### src/rtl/pm_sci_pkg.sv
package pm_sci_pkg;
  localparam int unsigned CTL_W        = 16;
  localparam int unsigned SLP_REQ_POS  = 13;
  localparam int unsigned SLP_TYP_POS  = 10;
  localparam int unsigned SLP_TYP_W    = 3;
  localparam int unsigned SCI_EN_POS   = 0;
  localparam int unsigned TMR_POS      = 0;
  // timer, global lock, power button, real-time clock
  localparam logic [CTL_W-1:0] FIX_SCI_MASK = 16'h0521;
  localparam logic [7:0]       GPE_SCI_MASK = 8'h06;
  localparam logic [7:0]       CMD_SCI_ON   = 8'hF1;
  localparam logic [7:0]       CMD_SCI_OFF  = 8'hF0;

  typedef enum logic [1:0] {
    SLP_NONE,
    SLP_POWER_OFF,
    SLP_SUSPEND
  } slp_act_e;
endpackage

### src/rtl/pm_ctl_reg.sv
module pm_ctl_reg
  import pm_sci_pkg::*;
#(
  parameter int unsigned S4_CODE = 2
) (
  input  logic             clk,
  input  logic             rst_n,
  input  logic             cnt_wr,
  input  logic [CTL_W-1:0] cnt_wdata,
  input  logic             apm_wr,
  input  logic [7:0]       apm_data,
  input  logic             smi_cfg_en,
  input  logic             resume,
  output logic [CTL_W-1:0] cnt_q,
  output logic             shutdown_req,
  output logic             suspend_req,
  output logic             suspended,
  output logic             smi
);
  localparam logic [SLP_TYP_W-1:0] S4_TYP = SLP_TYP_W'(S4_CODE);

  logic [SLP_TYP_W-1:0] slp_typ;
  slp_act_e             act;
  logic [CTL_W-1:0]     cnt_d;
  logic                 cnt_en;
  logic                 shut_d, susp_d, flag_d, smi_d;

  // sleep decode: only a write carrying the request bit acts
  always_comb begin
    slp_typ = cnt_wdata[SLP_TYP_POS +: SLP_TYP_W];
    act     = SLP_NONE;
    if (cnt_wr && cnt_wdata[SLP_REQ_POS]) begin
      if (slp_typ == '0)
        act = SLP_POWER_OFF;
      else if (slp_typ == SLP_TYP_W'(1))
        act = SLP_SUSPEND;
      else if (slp_typ == S4_TYP)
        act = SLP_POWER_OFF;
    end
  end

  always_comb begin
    cnt_en = cnt_wr | apm_wr;
    cnt_d  = cnt_q;
    if (cnt_wr) begin
      cnt_d              = cnt_wdata;
      cnt_d[SLP_REQ_POS] = 1'b0;
    end
    if (apm_wr && (apm_data == CMD_SCI_ON))
      cnt_d[SCI_EN_POS] = 1'b1;
    else if (apm_wr && (apm_data == CMD_SCI_OFF))
      cnt_d[SCI_EN_POS] = 1'b0;

    shut_d = (act == SLP_POWER_OFF);
    susp_d = (act == SLP_SUSPEND);
    flag_d = suspended;
    if (resume)
      flag_d = 1'b0;
    if (act == SLP_SUSPEND)
      flag_d = 1'b1;
    smi_d = apm_wr & smi_cfg_en;
  end

  always_ff @(posedge clk or negedge rst_n) begin
    if (!rst_n) begin
      cnt_q        <= '0;
      shutdown_req <= 1'b0;
      suspend_req  <= 1'b0;
      suspended    <= 1'b0;
      smi          <= 1'b0;
    end else begin
      if (cnt_en)
        cnt_q <= cnt_d;
      shutdown_req <= shut_d;
      suspend_req  <= susp_d;
      suspended    <= flag_d;
      smi          <= smi_d;
    end
  end
endmodule

### src/rtl/pm_gpe_regs.sv
module pm_gpe_regs #(
  parameter int unsigned GPE_BYTES = 4,
  localparam int unsigned HALF     = GPE_BYTES / 2,
  localparam int unsigned AW       = $clog2(GPE_BYTES)
) (
  input  logic            clk,
  input  logic            rst_n,
  input  logic            gpe_wr,
  input  logic [AW-1:0]   gpe_addr,
  input  logic [7:0]      gpe_wdata,
  input  logic [HALF*8-1:0] gpe_set,
  output logic [7:0]      gpe_rdata,
  output logic [7:0]      sts0,
  output logic [7:0]      en0
);
  logic [HALF-1:0][7:0] sts_q, sts_d, en_q, en_d;
  logic [HALF-1:0]      en_we;

  always_comb begin
    for (int b = 0; b < HALF; b++) begin
      sts_d[b] = sts_q[b];
      if (gpe_wr && (gpe_addr == AW'(b)))
        sts_d[b] = sts_q[b] & ~gpe_wdata;
      sts_d[b] = sts_d[b] | gpe_set[b*8 +: 8];
      en_we[b] = gpe_wr && (gpe_addr == AW'(b + HALF));
      en_d[b]  = gpe_wdata;
    end
  end

  always_comb begin
    gpe_rdata = 8'h00;
    for (int b = 0; b < HALF; b++) begin
      if (gpe_addr == AW'(b))
        gpe_rdata = sts_q[b];
      if (gpe_addr == AW'(b + HALF))
        gpe_rdata = en_q[b];
    end
  end

  always_ff @(posedge clk or negedge rst_n) begin
    if (!rst_n) begin
      sts_q <= '0;
      en_q  <= '0;
    end else begin
      sts_q <= sts_d;
      for (int b = 0; b < HALF; b++) begin
        if (en_we[b])
          en_q[b] <= en_d[b];
      end
    end
  end

  assign sts0 = sts_q[0];
  assign en0  = en_q[0];
endmodule

### src/rtl/pm_sci_combine.sv
module pm_sci_combine
  import pm_sci_pkg::*;
(
  input  logic             clk,
  input  logic             rst_n,
  input  logic [CTL_W-1:0] pm1_sts,
  input  logic [CTL_W-1:0] pm1_en,
  input  logic [7:0]       gpe_sts0,
  input  logic [7:0]       gpe_en0,
  output logic             sci,
  output logic             tmr_arm
);
  logic fix_hit, gpe_hit, sci_d, arm_d;

  always_comb begin
    fix_hit = |(pm1_sts & pm1_en & FIX_SCI_MASK);
    gpe_hit = |(gpe_sts0 & gpe_en0 & GPE_SCI_MASK);
    sci_d   = fix_hit | gpe_hit;
    arm_d   = pm1_en[TMR_POS] & ~pm1_sts[TMR_POS];
  end

  always_ff @(posedge clk or negedge rst_n) begin
    if (!rst_n) begin
      sci     <= 1'b0;
      tmr_arm <= 1'b0;
    end else begin
      sci     <= sci_d;
      tmr_arm <= arm_d;
    end
  end
endmodule

### src/rtl/pm_sci_ctrl.sv
module pm_sci_ctrl #(
  parameter int unsigned S4_CODE   = 2,
  parameter int unsigned GPE_BYTES = 4,
  localparam int unsigned GPE_AW    = $clog2(GPE_BYTES),
  localparam int unsigned GPE_SET_W = GPE_BYTES / 2 * 8
) (
  input  logic                 clk,
  input  logic                 rst_n,
  input  logic [15:0]          pm1_sts,
  input  logic [15:0]          pm1_en,
  input  logic                 cnt_wr,
  input  logic [15:0]          cnt_wdata,
  output logic [15:0]          cnt_rdata,
  input  logic                 apm_wr,
  input  logic [7:0]           apm_data,
  input  logic                 smi_cfg_en,
  input  logic                 resume,
  input  logic [GPE_SET_W-1:0] gpe_set,
  input  logic                 gpe_wr,
  input  logic [GPE_AW-1:0]    gpe_addr,
  input  logic [7:0]           gpe_wdata,
  output logic [7:0]           gpe_rdata,
  output logic                 sci,
  output logic                 tmr_arm,
  output logic                 shutdown_req,
  output logic                 suspend_req,
  output logic                 suspended,
  output logic                 smi
);
  logic [7:0] gpe_sts0;
  logic [7:0] gpe_en0;

  pm_ctl_reg #(.S4_CODE(S4_CODE)) u_ctl (
    .clk          (clk),
    .rst_n        (rst_n),
    .cnt_wr       (cnt_wr),
    .cnt_wdata    (cnt_wdata),
    .apm_wr       (apm_wr),
    .apm_data     (apm_data),
    .smi_cfg_en   (smi_cfg_en),
    .resume       (resume),
    .cnt_q        (cnt_rdata),
    .shutdown_req (shutdown_req),
    .suspend_req  (suspend_req),
    .suspended    (suspended),
    .smi          (smi)
  );

  pm_gpe_regs #(.GPE_BYTES(GPE_BYTES)) u_gpe (
    .clk       (clk),
    .rst_n     (rst_n),
    .gpe_wr    (gpe_wr),
    .gpe_addr  (gpe_addr),
    .gpe_wdata (gpe_wdata),
    .gpe_set   (gpe_set),
    .gpe_rdata (gpe_rdata),
    .sts0      (gpe_sts0),
    .en0       (gpe_en0)
  );

  pm_sci_combine u_sci (
    .clk      (clk),
    .rst_n    (rst_n),
    .pm1_sts  (pm1_sts),
    .pm1_en   (pm1_en),
    .gpe_sts0 (gpe_sts0),
    .gpe_en0  (gpe_en0),
    .sci      (sci),
    .tmr_arm  (tmr_arm)
  );
endmodule

### config.mk
export PLATFORM = sky130hd
export DESIGN_NAME = pm_sci_ctrl
export DESIGN_NICKNAME = d
export VERILOG_FILES = /design/src/rtl/pm_sci_pkg.sv /design/src/rtl/pm_ctl_reg.sv /design/src/rtl/pm_gpe_regs.sv /design/src/rtl/pm_sci_combine.sv /design/src/rtl/pm_sci_ctrl.sv
export SDC_FILE = /design/constraint.sdc
export NUM_CORES = 1
export LEC_CHECK = 0
export BUFFER_PORTS_ARGS = -buffer_cell sky130_fd_sc_hd__buf_2
export CORE_MARGIN = 8
export CORE_UTILIZATION = 35
export CTS_CLUSTER_SIZE = 10
export DETAILED_ROUTE_END_ITERATION = 12
export PLACE_DENSITY = 0.7
export SETUP_SLACK_MARGIN = 0.02
export SLEW_MARGIN = 20
export SYNTH_ARGS = -nofsm -noshare
export SYNTH_HDL_FRONTEND = slang
export SYNTH_SLANG_ARGS = --single-unit
### constraint.sdc
create_clock -name clk -period 3.7 [get_ports clk]
set_clock_uncertainty 0.15 [all_clocks]
set_input_delay 0.74 -clock clk [delete_from_list [all_inputs] [get_ports clk]]
set_output_delay 0.74 -clock clk [all_outputs]
set_load 0.02 [all_outputs]
==> summary.txt <==
Synth
  • Main combinational cell family by area after synthesis: multiplexers
  • EDFF count, synth: 0
  • Sequential area share after synthesis: 0.595
  • Synth Warn #: 0
  • Distinct cells, synth: 25
  • FFs w/ async S/R, synth: 1.00
  • XOR/XNOR Fraction of Synth Area: 0
  • Synth Area in Simple Gates: 0.0724
  • Synth Flop Type: dfrtp_1
  • Syn Std Cell Area: 2230 sq um
  • Yosys top cell area share: 0.595
  • Adder-Cell Fraction of Synth Area: 0
  • Post-Syn Nets: ~240
  • Mapped Cells: 150
  • Commonest cells post-synth: 53 x dfrtp_1, 30 x mux2_2, 17 x a21o_1
  • Most frequent cell after synthesis: dfrtp_1
  • Syn Area/Cell: roughly 15 sq um
  • Synth top area cells: dfrtp_1 60%, mux2_2 15%, mux4_2 8.1%, a21o_1 5.7%, nand2_1 2.7%
  • Mux contribution to synthesized area: 0.237
  • #FFs+latches synth: 53
  • Largest area contributor in the netlist: dfrtp_1
  • Post-synthesis compound-gate area fraction: 0.0736

Layout
  • Fin nets: 334
  • Finished Cell Area: about 2800 sq um
  • Fill count: 598
  • Area grow syn2layout: 27.7%
  • Antenna diodes: 0
  • Share of layout cells above drive strength 1: 0.580
  • Layout Cells excl Fill: 322

Place
  • Place WS: 0.943 ns
  • Placed Instance Area: 2760 sq um
  • Cells after DPL: 315
  • Hpwl dp: 4150 microns
  • Port Buffers: 93
  • GPL Wtd Cong: around 0.7

Worst setup path
  • CP max FO: 12
  • Crit path launch: gpe_addr[1]
  • Critical Path AT: 1.84 ns
  • CP endpoint kind: output port
  • Worst reg2reg startpoint: u_gpe.sts0[1]
  • Worst setup SP type: primary input
  • Critical path type: primary input to output port
  • Required time worst endpoint: 2.81 ns

Clocking
  • H-tree levels: 2
  • Post-cts repair resize count: 0
  • CTS root buffer: clkbuf_8
  • CTS sink cnt: 53
  • Hold_buf cts: 0
  • CTS Buf Count: 5
  • Reg clk slew, reported paths: approximately 0.080 ns
  • CTS tree: done
  • Max clock buf depth: 2
  • Skew-Pair Late Insertion Delay: a little under 0.3 ns
  • Post-CTS setup buffers: 0

Routing
  • Iteration-0 DRC Markers: between 60 and 70
  • WL final: 5360 microns
  • Drt wl/cell: 16.6 microns
  • Routed vias: 1555
  • Number of nets with antenna violations after routing: 0
  • Via/cell ratio: 4.83
  • DR pass1 iterations: 4
  • DRC viols: 0

Power and ir drop
  • Sw Ratio: 0.266
  • Pwr per Cell Area: between 400 and 500 nW/um^2
  • Part of the power in the clock network: 0.266
  • Final Power: 1.23 mW
  • Worst vdd ir: 0.200 mV
  • Int Pwr: around 0.90 mW
  • Combinational share of power: 0.191
  • NetSw: 0.326 mW
  • Leak pwr: 1.29 nW
  • Share of power burned in registers: 0.543

GRT
  • Gr ovfl total: 0
  • Pin count of the biggest net entering global routing: 36
  • Total track usage: 0.127
  • First-pass GRT wire length: 8890 microns
  • Vias in the first global route: approximately 1800
  • Initial antenna violation count: 0

Floorplan
  • Initial Util: 0.357
  • Core Area: between 6000 and 7000 sq um
  • # rows: 29
  • Chip Height: approximately 96 microns
  • Die area: 9180 sq um
  • Die Wd: 95.8 microns
  • # IOs: about 120

Run
  • Total of max-cap violations: 0

STA
  • Final Hold Viols: 0
  • Max Freq: approximately 370 MHz
  • Setup violators final: 0
  • Final number of max-transition violations: 0
  • Worst Tran Pin Value: 0.812 ns
  • RSZ-0062 raised after global routing: no
  • Fin crit share: 0.738
  • Final worst setup slack: 0.971 ns
  • Minimum clock period: 2.73 ns
  • Relative slew slack: 0.459
  • Setup tns final: 0 ns

Worst hold path
  • Worst Hold Launch: u_ctl.suspended
  • HP Class: flip-flop to flip-flop

Run status
  • Status: finished clean
kinds of logic (layout without fill, tap and decap cells):
kind of cell,Yosys count,in the layout
DFF,53,53
muxes,39,39
buffers and inverters,7,102
and+or+nand+nor,28,28
other,1,1
AOI/OAI and AO/OA,22,22
per-stage QoR:
step,utilization,hold slack [ns]
final,0.456,0.330
after global routing,0.456,0.353
after CTS,0.456,0.334
after detailed placement,0.442,0.311
after global placement,0.442,0.304
after floorplan,-,0.294
state kept, by name (all words and copies together) (netlist names), 8 cells and up:
register	cells
u_ctl.cnt_q	15
u_gpe.en0	8
u_gpe.en_q	8
u_gpe.sts0	8
u_gpe.sts_q	8
worst max-delay path, stage by stage:
cell and delay [ns]:
buf_2 0.33, mux4_2 0.58, buf_2 0.18
power groups by stage:
stage	registers (mW)	clock network, mW	logic [mW]
after global routing	0.676	0.373	0.256
final	0.666	0.327	0.234
after global placement	0.674	0	0.234
after CTS	0.667	0.348	0.239
after floorplan	0.695	0	0.118
after detailed placement	0.678	0	0.239
path summary, 6_finish.rpt:
check	endpoint	slack (ns)	cells after the start
worst max-delay path	gpe_rdata[1]	0.97	3
worst min-delay path	u_ctl.suspended	0.33	1
worst max register to register	u_sci.sci	2.70	2
worst min register to register	u_ctl.suspended	0.33	1
max in group asynchronous	u_gpe.sts0[5]	2.27	2
min in group asynchronous	u_gpe.sts0[7]	0.37	1
metal layers:
layer  global-route usage  vias to the layer above  share of wire
met2                0.215                       52           0.51
li1                     -                      731              -
met5                    0                        -              0
met3               0.0413                        4          0.074
met4               0.0384                        0         0.0080
met1                0.149                      768           0.41
final cells by class:
type / instances / area (sq um) / area share
Multi-Input combinational cell: 90 / 857 / 0.301
Tap cell: 77 / 96.3 / 0.0338
Inverter: 1 / 3.75 / 0.00132
Clock inverter: 1 / 7.51 / 0.00264
Timing Repair Buffer: 94 / 473 / 0.166
Clock buffer: 6 / 82.6 / 0.0290
Sequential cell: 53 / 1330 / 0.466
placed cells by master, fill, tap and decap left out, drive strengths merged, types with 2 or more instances in the layout:
master and n:
buf 94, dfrtp 53, mux2 30, a21o 17, nand2 16, mux4 8, clkbuf 6, a22oi 3
nand3b 2, nor3b 2, nand3 2
(Power assumes the default switching activity.)
